--- src/rtl/intc_pkg.sv ---
package intc_pkg;
   // word indices (byte offset / 4); the slot base position matters for decode
   localparam int W_IRQPEND = 0;
   localparam int W_MASK    = 1;
   localparam int W_STEER   = 2;
   localparam int W_FIQPEND = 3;
   localparam int W_RAW     = 4;
   localparam int W_CTRL    = 5;
   localparam int W_HIGH    = 6;
   localparam int W_SLOT0   = 7;
   localparam int VALID_BIT = 31;
   localparam int ID_LSB    = 16;
   localparam int ID_FIELD  = 15;
endpackage

--- src/rtl/intc_cfg_regs.sv ---
module intc_cfg_regs
   import intc_pkg::*;
#(
   parameter int NSRC   = 32,
   parameter int NPRIO  = 32,
   parameter int SRC_W  = 5,
   parameter int WIDX_W = 6
) (
   input  logic              clk,
   input  logic              rst_n,
   input  logic              we,
   input  logic [WIDX_W-1:0] widx,
   input  logic [31:0]       wdata,
   output logic [NSRC-1:0]   mask_q,
   output logic [NSRC-1:0]   steer_q,
   output logic              only_unmasked_q,
   output logic              slot_valid [NPRIO],
   output logic [SRC_W-1:0]  slot_id    [NPRIO]
);
   always_ff @(posedge clk or negedge rst_n) begin
      if (!rst_n) begin
         mask_q          <= '0;
         steer_q         <= '0;
         only_unmasked_q <= 1'b0;
      end else if (we) begin
         if (widx == WIDX_W'(W_MASK))  mask_q          <= wdata[NSRC-1:0];
         if (widx == WIDX_W'(W_STEER)) steer_q         <= wdata[NSRC-1:0];
         if (widx == WIDX_W'(W_CTRL))  only_unmasked_q <= wdata[0];
      end
   end

   for (genvar k = 0; k < NPRIO; k++) begin : g_slot
      always_ff @(posedge clk or negedge rst_n) begin
         if (!rst_n) begin
            slot_valid[k] <= 1'b0;
            slot_id[k]    <= '0;
         end else if (we && widx == WIDX_W'(W_SLOT0 + k)) begin
            slot_valid[k] <= wdata[VALID_BIT];
            slot_id[k]    <= wdata[SRC_W-1:0];
         end
      end
   end
endmodule

--- src/rtl/intc_prio_arb.sv ---
module intc_prio_arb #(
   parameter int NSRC  = 32,
   parameter int NPRIO = 32,
   parameter int SRC_W = 5
) (
   input  logic             clk,
   input  logic             rst_n,
   input  logic [NSRC-1:0]  irq_pend,
   input  logic             slot_valid [NPRIO],
   input  logic [SRC_W-1:0] slot_id    [NPRIO],
   output logic             hp_valid,
   output logic [SRC_W-1:0] hp_id
);
   // scan from the last slot down so the lowest qualifying index wins
   always_comb begin
      hp_valid = 1'b0;
      hp_id    = '0;
      for (int k = NPRIO - 1; k >= 0; k--) begin
         if (slot_valid[k] && (int'(slot_id[k]) < NSRC) && irq_pend[slot_id[k]]) begin
            hp_valid = 1'b1;
            hp_id    = slot_id[k];
         end
      end
   end

   AST_HP_QUALIFIED: assert property (@(posedge clk) disable iff (!rst_n)
      hp_valid |-> irq_pend[hp_id]);
   AST_HP_IN_RANGE: assert property (@(posedge clk) disable iff (!rst_n)
      hp_valid |-> (int'(hp_id) < NSRC));
endmodule

--- src/rtl/intc_out_stage.sv ---
module intc_out_stage (
   input  logic clk,
   input  logic rst_n,
   input  logic irq_any,
   input  logic fiq_any,
   input  logic wake_any,
   output logic irq_o,
   output logic fiq_o,
   output logic wake_o
);
   always_ff @(posedge clk or negedge rst_n) begin
      if (!rst_n) begin
         irq_o  <= 1'b0;
         fiq_o  <= 1'b0;
         wake_o <= 1'b0;
      end else begin
         irq_o  <= irq_any;
         fiq_o  <= fiq_any;
         wake_o <= wake_any;
      end
   end
endmodule

--- src/rtl/lvl_prio_intc.sv ---
module lvl_prio_intc
   import intc_pkg::*;
#(
   parameter int NSRC   = 32,
   parameter int NPRIO  = 32,
   parameter int ADDR_W = 8
) (
   input  logic              clk,
   input  logic              rst_n,
   input  logic [NSRC-1:0]   src_i,
   input  logic [ADDR_W-1:0] bus_addr,
   input  logic              bus_we,
   input  logic [31:0]       bus_wdata,
   output logic [31:0]       bus_rdata,
   output logic              irq_o,
   output logic              fiq_o,
   output logic              wake_o
);
   localparam int SRC_W  = (NSRC > 1) ? $clog2(NSRC) : 1;
   localparam int WIDX_W = ADDR_W - 2;
   localparam int SLOT_W = (NPRIO > 1) ? $clog2(NPRIO) : 1;

   if (NSRC < 1 || NSRC > 32) begin : g_bad_nsrc
      $error("NSRC must lie in 1..32");
   end
   if (NPRIO < 1) begin : g_bad_nprio
      $error("NPRIO must be at least 1");
   end
   if ((W_SLOT0 + NPRIO) > (1 << WIDX_W)) begin : g_bad_addr
      $error("ADDR_W too small for the priority slots");
   end

   logic [WIDX_W-1:0] widx;
   logic [NSRC-1:0]   mask_q, steer_q, irq_pend, fiq_pend;
   logic              only_unmasked_q, hp_valid, wake_any;
   logic              slot_valid [NPRIO];
   logic [SRC_W-1:0]  slot_id    [NPRIO];
   logic [SRC_W-1:0]  hp_id;
   logic [SLOT_W-1:0] slot_sel;

   assign widx     = bus_addr[ADDR_W-1:2];
   assign irq_pend = src_i & mask_q & ~steer_q;
   assign fiq_pend = src_i & mask_q & steer_q;
   assign wake_any = only_unmasked_q ? |(src_i & mask_q) : |src_i;
   assign slot_sel = SLOT_W'(widx - WIDX_W'(W_SLOT0));

   intc_cfg_regs #(.NSRC(NSRC), .NPRIO(NPRIO), .SRC_W(SRC_W), .WIDX_W(WIDX_W)) u_regs (
      .clk(clk), .rst_n(rst_n), .we(bus_we), .widx(widx), .wdata(bus_wdata),
      .mask_q(mask_q), .steer_q(steer_q), .only_unmasked_q(only_unmasked_q),
      .slot_valid(slot_valid), .slot_id(slot_id));

   intc_prio_arb #(.NSRC(NSRC), .NPRIO(NPRIO), .SRC_W(SRC_W)) u_arb (
      .clk(clk), .rst_n(rst_n), .irq_pend(irq_pend), .slot_valid(slot_valid),
      .slot_id(slot_id), .hp_valid(hp_valid), .hp_id(hp_id));

   intc_out_stage u_out (
      .clk(clk), .rst_n(rst_n), .irq_any(|irq_pend), .fiq_any(|fiq_pend),
      .wake_any(wake_any), .irq_o(irq_o), .fiq_o(fiq_o), .wake_o(wake_o));

   always_comb begin
      bus_rdata = '0;
      if (widx == WIDX_W'(W_IRQPEND))      bus_rdata = 32'(irq_pend);
      else if (widx == WIDX_W'(W_MASK))    bus_rdata = 32'(mask_q);
      else if (widx == WIDX_W'(W_STEER))   bus_rdata = 32'(steer_q);
      else if (widx == WIDX_W'(W_FIQPEND)) bus_rdata = 32'(fiq_pend);
      else if (widx == WIDX_W'(W_RAW))     bus_rdata = 32'(src_i);
      else if (widx == WIDX_W'(W_CTRL))    bus_rdata = {31'b0, only_unmasked_q};
      else if (widx == WIDX_W'(W_HIGH))
         bus_rdata = hp_valid ? {1'b1, ID_FIELD'(hp_id), {ID_LSB{1'b0}}} : 32'b0;
      else if (int'(widx) >= W_SLOT0 && int'(widx) < W_SLOT0 + NPRIO)
         bus_rdata = {slot_valid[slot_sel], 31'(slot_id[slot_sel])};
   end

   AST_MASK_CLEARED: assert property (@(posedge clk)
      $rose(rst_n) |-> (mask_q == '0));
   AST_HP_DRIVES_IRQ: assert property (@(posedge clk) disable iff (!rst_n)
      hp_valid |=> irq_o);
   AST_FIQ_NEEDS_STEER: assert property (@(posedge clk) disable iff (!rst_n)
      fiq_o |-> $past(|steer_q));
   AST_NO_WAKE_IDLE: assert property (@(posedge clk) disable iff (!rst_n)
      $past(src_i == '0) |-> !wake_o);
endmodule

--- config.mk ---
export PLATFORM = sky130hd
export DESIGN_NAME = lvl_prio_intc
export DESIGN_NICKNAME = d
export VERILOG_FILES = /design/src/rtl/intc_pkg.sv /design/src/rtl/intc_cfg_regs.sv /design/src/rtl/intc_prio_arb.sv /design/src/rtl/intc_out_stage.sv /design/src/rtl/lvl_prio_intc.sv
export SDC_FILE = /design/constraint.sdc
export NUM_CORES = 1
export LEC_CHECK = 0
export ABC_AREA = 1
export BUFFER_PORTS_ARGS = -buffer_cell sky130_fd_sc_hd__clkbuf_2
export CORE_ASPECT_RATIO = 0.8
export CORE_UTILIZATION = 43
export DETAILED_ROUTE_END_ITERATION = 10
export PLACE_DENSITY = 0.64
export SETUP_SLACK_MARGIN = 0.3
export SLEW_MARGIN = 20
export SYNTH_ARGS = -nofsm -noshare
export SYNTH_HDL_FRONTEND = slang
export SYNTH_SLANG_ARGS = --single-unit
--- constraint.sdc ---
create_clock -name clk -period 5.5 [get_ports clk]
set_input_delay 0.825 -clock clk [delete_from_list [all_inputs] [get_ports clk]]
set_output_delay 0.825 -clock clk [all_outputs]
set_load 0.02 [all_outputs]
==> results.sh <==
export IMPL_status="complete, but fails checks"
export IMPL_violations="setup timing"
export IMPL_endpoint_kind="output pin"
export IMPL_p_switching_mw=3.937
export IMPL_ys_seq_elements=260
export IMPL_yosysTopAreaCellShare_pct=25.92
export IMPL_clk_pin_slew_worst_paths_ns=0.07
export IMPL_crit_top_cell="nand2_1"
export IMPL_avgSynthCellArea_um2=6.044
export IMPL_final_core_util_pct=53.31
export IMPL_leakagePower_nw=13.16
export IMPL_grt_usage_pct=39.93
export IMPL_routabilityCongestion=1.022
export IMPL_start_util_pct=43.88
export IMPL_routed_via_density=6.278
export IMPL_yosysUniqueCellTypes=55
export IMPL_cts_htree_levels=1
export IMPL_worstSkewPairLatency_ns=0.62
export IMPL_layout_worst_path_cycle_share_pct=108.3
export IMPL_slew_violations=0
export IMPL_wl_per_cell_um=23.79
export IMPL_dr_pass1_iters=6
export IMPL_dr_total_vias=32400
export IMPL_fin_crit_ns=5.956
export IMPL_synthArstFlopShare_pct=100.0
export IMPL_die_w_um=272.1
export IMPL_critPathMaxFanout=5
export IMPL_start_kind="flip-flop"
export IMPL_cpMaxStageDelayCell="dfrtp_2"
export IMPL_rsz0062_at_grt="true"
export IMPL_fin_ws_ns=-0.4562
export IMPL_synth_top_cell_by_area="dfrtp_1"
export IMPL_grt_pass1_vias=28340
export IMPL_crit_type="flip-flop to output pin"
export IMPL_drive_above_1_share_pct=19.51
export IMPL_fin_nets=4452
export IMPL_netlist_instances=4152
export IMPL_postLayoutCellArea_um2=30490
export IMPL_ant_nets=0
export IMPL_final_setup_tns_ns=-2.049
export IMPL_cp_arrival_ns=5.13
export IMPL_grt_overflow_total=0
export IMPL_fillerInstances=5847
export IMPL_setup_viol=5
export IMPL_placed_area_um2=28080
export IMPL_switching_share_pct=45.07
export IMPL_tritoncts="done"
export IMPL_min_path_type="input port to async pin"
export IMPL_dp_slack_ns=-0.4668
export IMPL_max_slew_margin_pct=41.95
export IMPL_cts_buffer_depth=3
export IMPL_grt_max_degree=121
export IMPL_core_area_um2=57190
export IMPL_crit_required_ns=4.68
export IMPL_clock_fmax_mhz=167.9
export IMPL_maxCapViolCount=0
export IMPL_io_buffer_count=107
export IMPL_route_detailed_drc=0
export IMPL_rr_endpoint="u_out.fiq_o"
export IMPL_irDropWorstVdd_mv=0.2712
export IMPL_cts_hold_buf=0
export IMPL_synth_area_um2=25100
export IMPL_power_density_nw_per_um2=286.5
export IMPL_grt_pass1_wl_um=180700
export IMPL_drt_iter0_markers=5406
export IMPL_synth_edff_count=0
export IMPL_cp_slowest_stage_delay_ns=0.44
export IMPL_numClockSinks=260
export IMPL_antenna_found_initial=1
export IMPL_dp_hpwl_um=84940
export IMPL_root_buffer="clkbuf_16"
export IMPL_fin_skew_ns=0.009819
export IMPL_setup_worst_path_end="bus_rdata[18]"
export IMPL_yosysWarnings=0
export IMPL_io_pins=110
export IMPL_syn_nets=4231
export IMPL_worst_pin_slew_ns=0.8628
export IMPL_cp_startpoint="u_regs.steer_q[23]"
export IMPL_finalHoldViolCount=0
export IMPL_pwr_share_seq_pct=29.6
export IMPL_ys_flop_type="dfrtp_1"
export IMPL_rows=78
export IMPL_synth_area_leaders="dfrtp_1 (26%), o21ai_0 (17%), nand2_1 (14%), a21oi_1 (12%), clkbuf_1 (3.7%)"
export IMPL_rr_worst_depth=7
export IMPL_r2r_slack_ns=3.39
export IMPL_seq_area_frac_synth_pct=25.92
export IMPL_combPwrFrac_pct=44.4
export IMPL_cts_buffers=31
export IMPL_rr_startpoint="u_regs.mask_q[14]"
export IMPL_drt_wl_total_um=122800
export IMPL_clkPwrFrac_pct=25.9
export IMPL_area_growth_pct=21.48
export IMPL_design_die_area_um2=59340
export IMPL_internal_power_mw=4.797
export IMPL_die_h_um=218.1
[through the flow]
step | hold slack [ns] | power [mW] | cells
after floorplan | 0.4695 | 4.657 | 4152
after global routing | 0.1710 | 9.142 | 5158
after global placement | 0.4862 | 5.989 | 5031
final | 0.1438 | 8.734 | 5160
after CTS | 0.1417 | 8.468 | 5140
after detailed placement | 0.4967 | 6.023 | 5031
[cells by family (layout without fill, tap and decap cells)]
kind of cell	count (synthesis)	after routing	synth area share, %
xor gates and xnor gates	1	1	0.03491
DFF	260	260	25.92
and+or+nand+nor	1457	1458	24.61
other	0	2	0
buffers and inverters	654	899	10.93
muxes	1	1	0.03989
adders and majority gates	4	4	0.1994
AOI/OAI and AO/OA	1775	1775	38.26
[power by group through the flow]
stage	logic [mW]	registers, mW	clock network, mW
6_report	3.88	2.59	2.27
5_1_grt	4.19	2.61	2.34
4_1_cts	3.63	2.55	2.28
3_5_place_dp	3.45	2.58	0
3_3_place_gp	3.41	2.58	0
2_1_floorplan	2.23	2.42	0
[cell usage in the layout (no fill, tap or decap), types with 14 or more instances in the layout]
| master | synthesis | layout |
|---|---|---|
| inv_1 | 235 | 228 |
| clkbuf_2 | 2 | 99 |
| o21ai_0 | 835 | 826 |
| inv_2 | 49 | 39 |
| o311ai_0 | 16 | 14 |
| o21ai_1 | 86 | 93 |
| nand4_1 | 20 | 20 |
| a21oi_1 | 598 | 593 |
| o22ai_1 | 41 | 38 |
| nor4_1 | 23 | 21 |
| nand3_2 | 7 | 26 |
| nor3_1 | 18 | 18 |
| nand2_2 | 14 | 78 |
| dfrtp_1 | 260 | 247 |
| buf_12 | 0 | 32 |
| buf_6 | 19 | 31 |
| nand3_1 | 169 | 147 |
| o211ai_1 | 77 | 77 |
| nand2_1 | 921 | 856 |
| nor2_4 | 30 | 39 |
| nor2_1 | 237 | 226 |
| o221ai_1 | 24 | 24 |
| a221oi_1 | 15 | 15 |
| clkbuf_16 | 0 | 31 |
| buf_4 | 19 | 374 |
[sequential cells by signal (all words and copies together), names as in the netlist]
register                flops
u_out.wake_o                1
u_regs.mask_q              32
u_regs.slot_valid          32
u_regs.slot_id            160
u_out.fiq_o                 1
u_out.irq_o                 1
u_regs.steer_q             32
u_regs.only_unmasked_q      1
[synth_stat cells (23+ instances only)]
cell type,count
o21ai_1,86
o211ai_1,77
inv_1,235
nor4_1,23
o221ai_1,24
a21oi_1,598
o22ai_1,41
nand3_1,169
nor2_4,30
clkbuf_1,249
buf_2,58
o21ai_0,835
nor2_1,237
inv_2,49
dfrtp_1,260
nand2_1,921
[worst min-delay path by stage]
stage | from | end | cells past startpoint
global route | rst_n | u_regs.steer_q[11] | 1
CTS | rst_n | u_regs.mask_q[10] | 1
detailed placement | u_regs.mask_q[3] | u_regs.mask_q[3] | 2
global placement | u_regs.mask_q[3] | u_regs.mask_q[3] | 2
finish | rst_n | u_regs.mask_q[10] | 1
floorplan | u_regs.mask_q[3] | u_regs.mask_q[3] | 2
[layout make-up]
cell class	count	area, um^2	area share, %
timing repair buffer	546	4436	14.55
inverter	295	1160	3.804
multi-input combinational	3239	16340	53.58
sequential	260	6523	21.39
clock buffer	33	783.3	2.569
antenna	2	5.005	0.01642
clock inverter	25	294.0	0.9645
tap	760	950.9	3.119
[timing repair]
item | in CTS | in global routing
pin swaps | 55 | 73
setup buffers | 50 | 18
endpoints found under the setup margin | 6 | 6
resized for setup | 135 | 94
cloned | 1 | 0
[critical path, delay by kind of cell (launching register included)]
kind | cells | cell delay [ns]
buffers and inverters | 4 | 0.64
flip-flops | 1 | 0.44
AO/OA/AOI/OAI | 4 | 0.48
AND/OR/NAND/NOR | 38 | 2.90
[metal layers]
layer	share of wire, %	routed length, um	track usage [%]	vias up
li1	-	-	-	14800
met5	0.011	13	0	-
met1	41	50100	57.37	14740
met4	4.9	6053	16.52	2
met2	39	47830	55.09	2426
met3	15	18770	11.44	425
No activity file was read; power rests on OpenSTA's default activity.
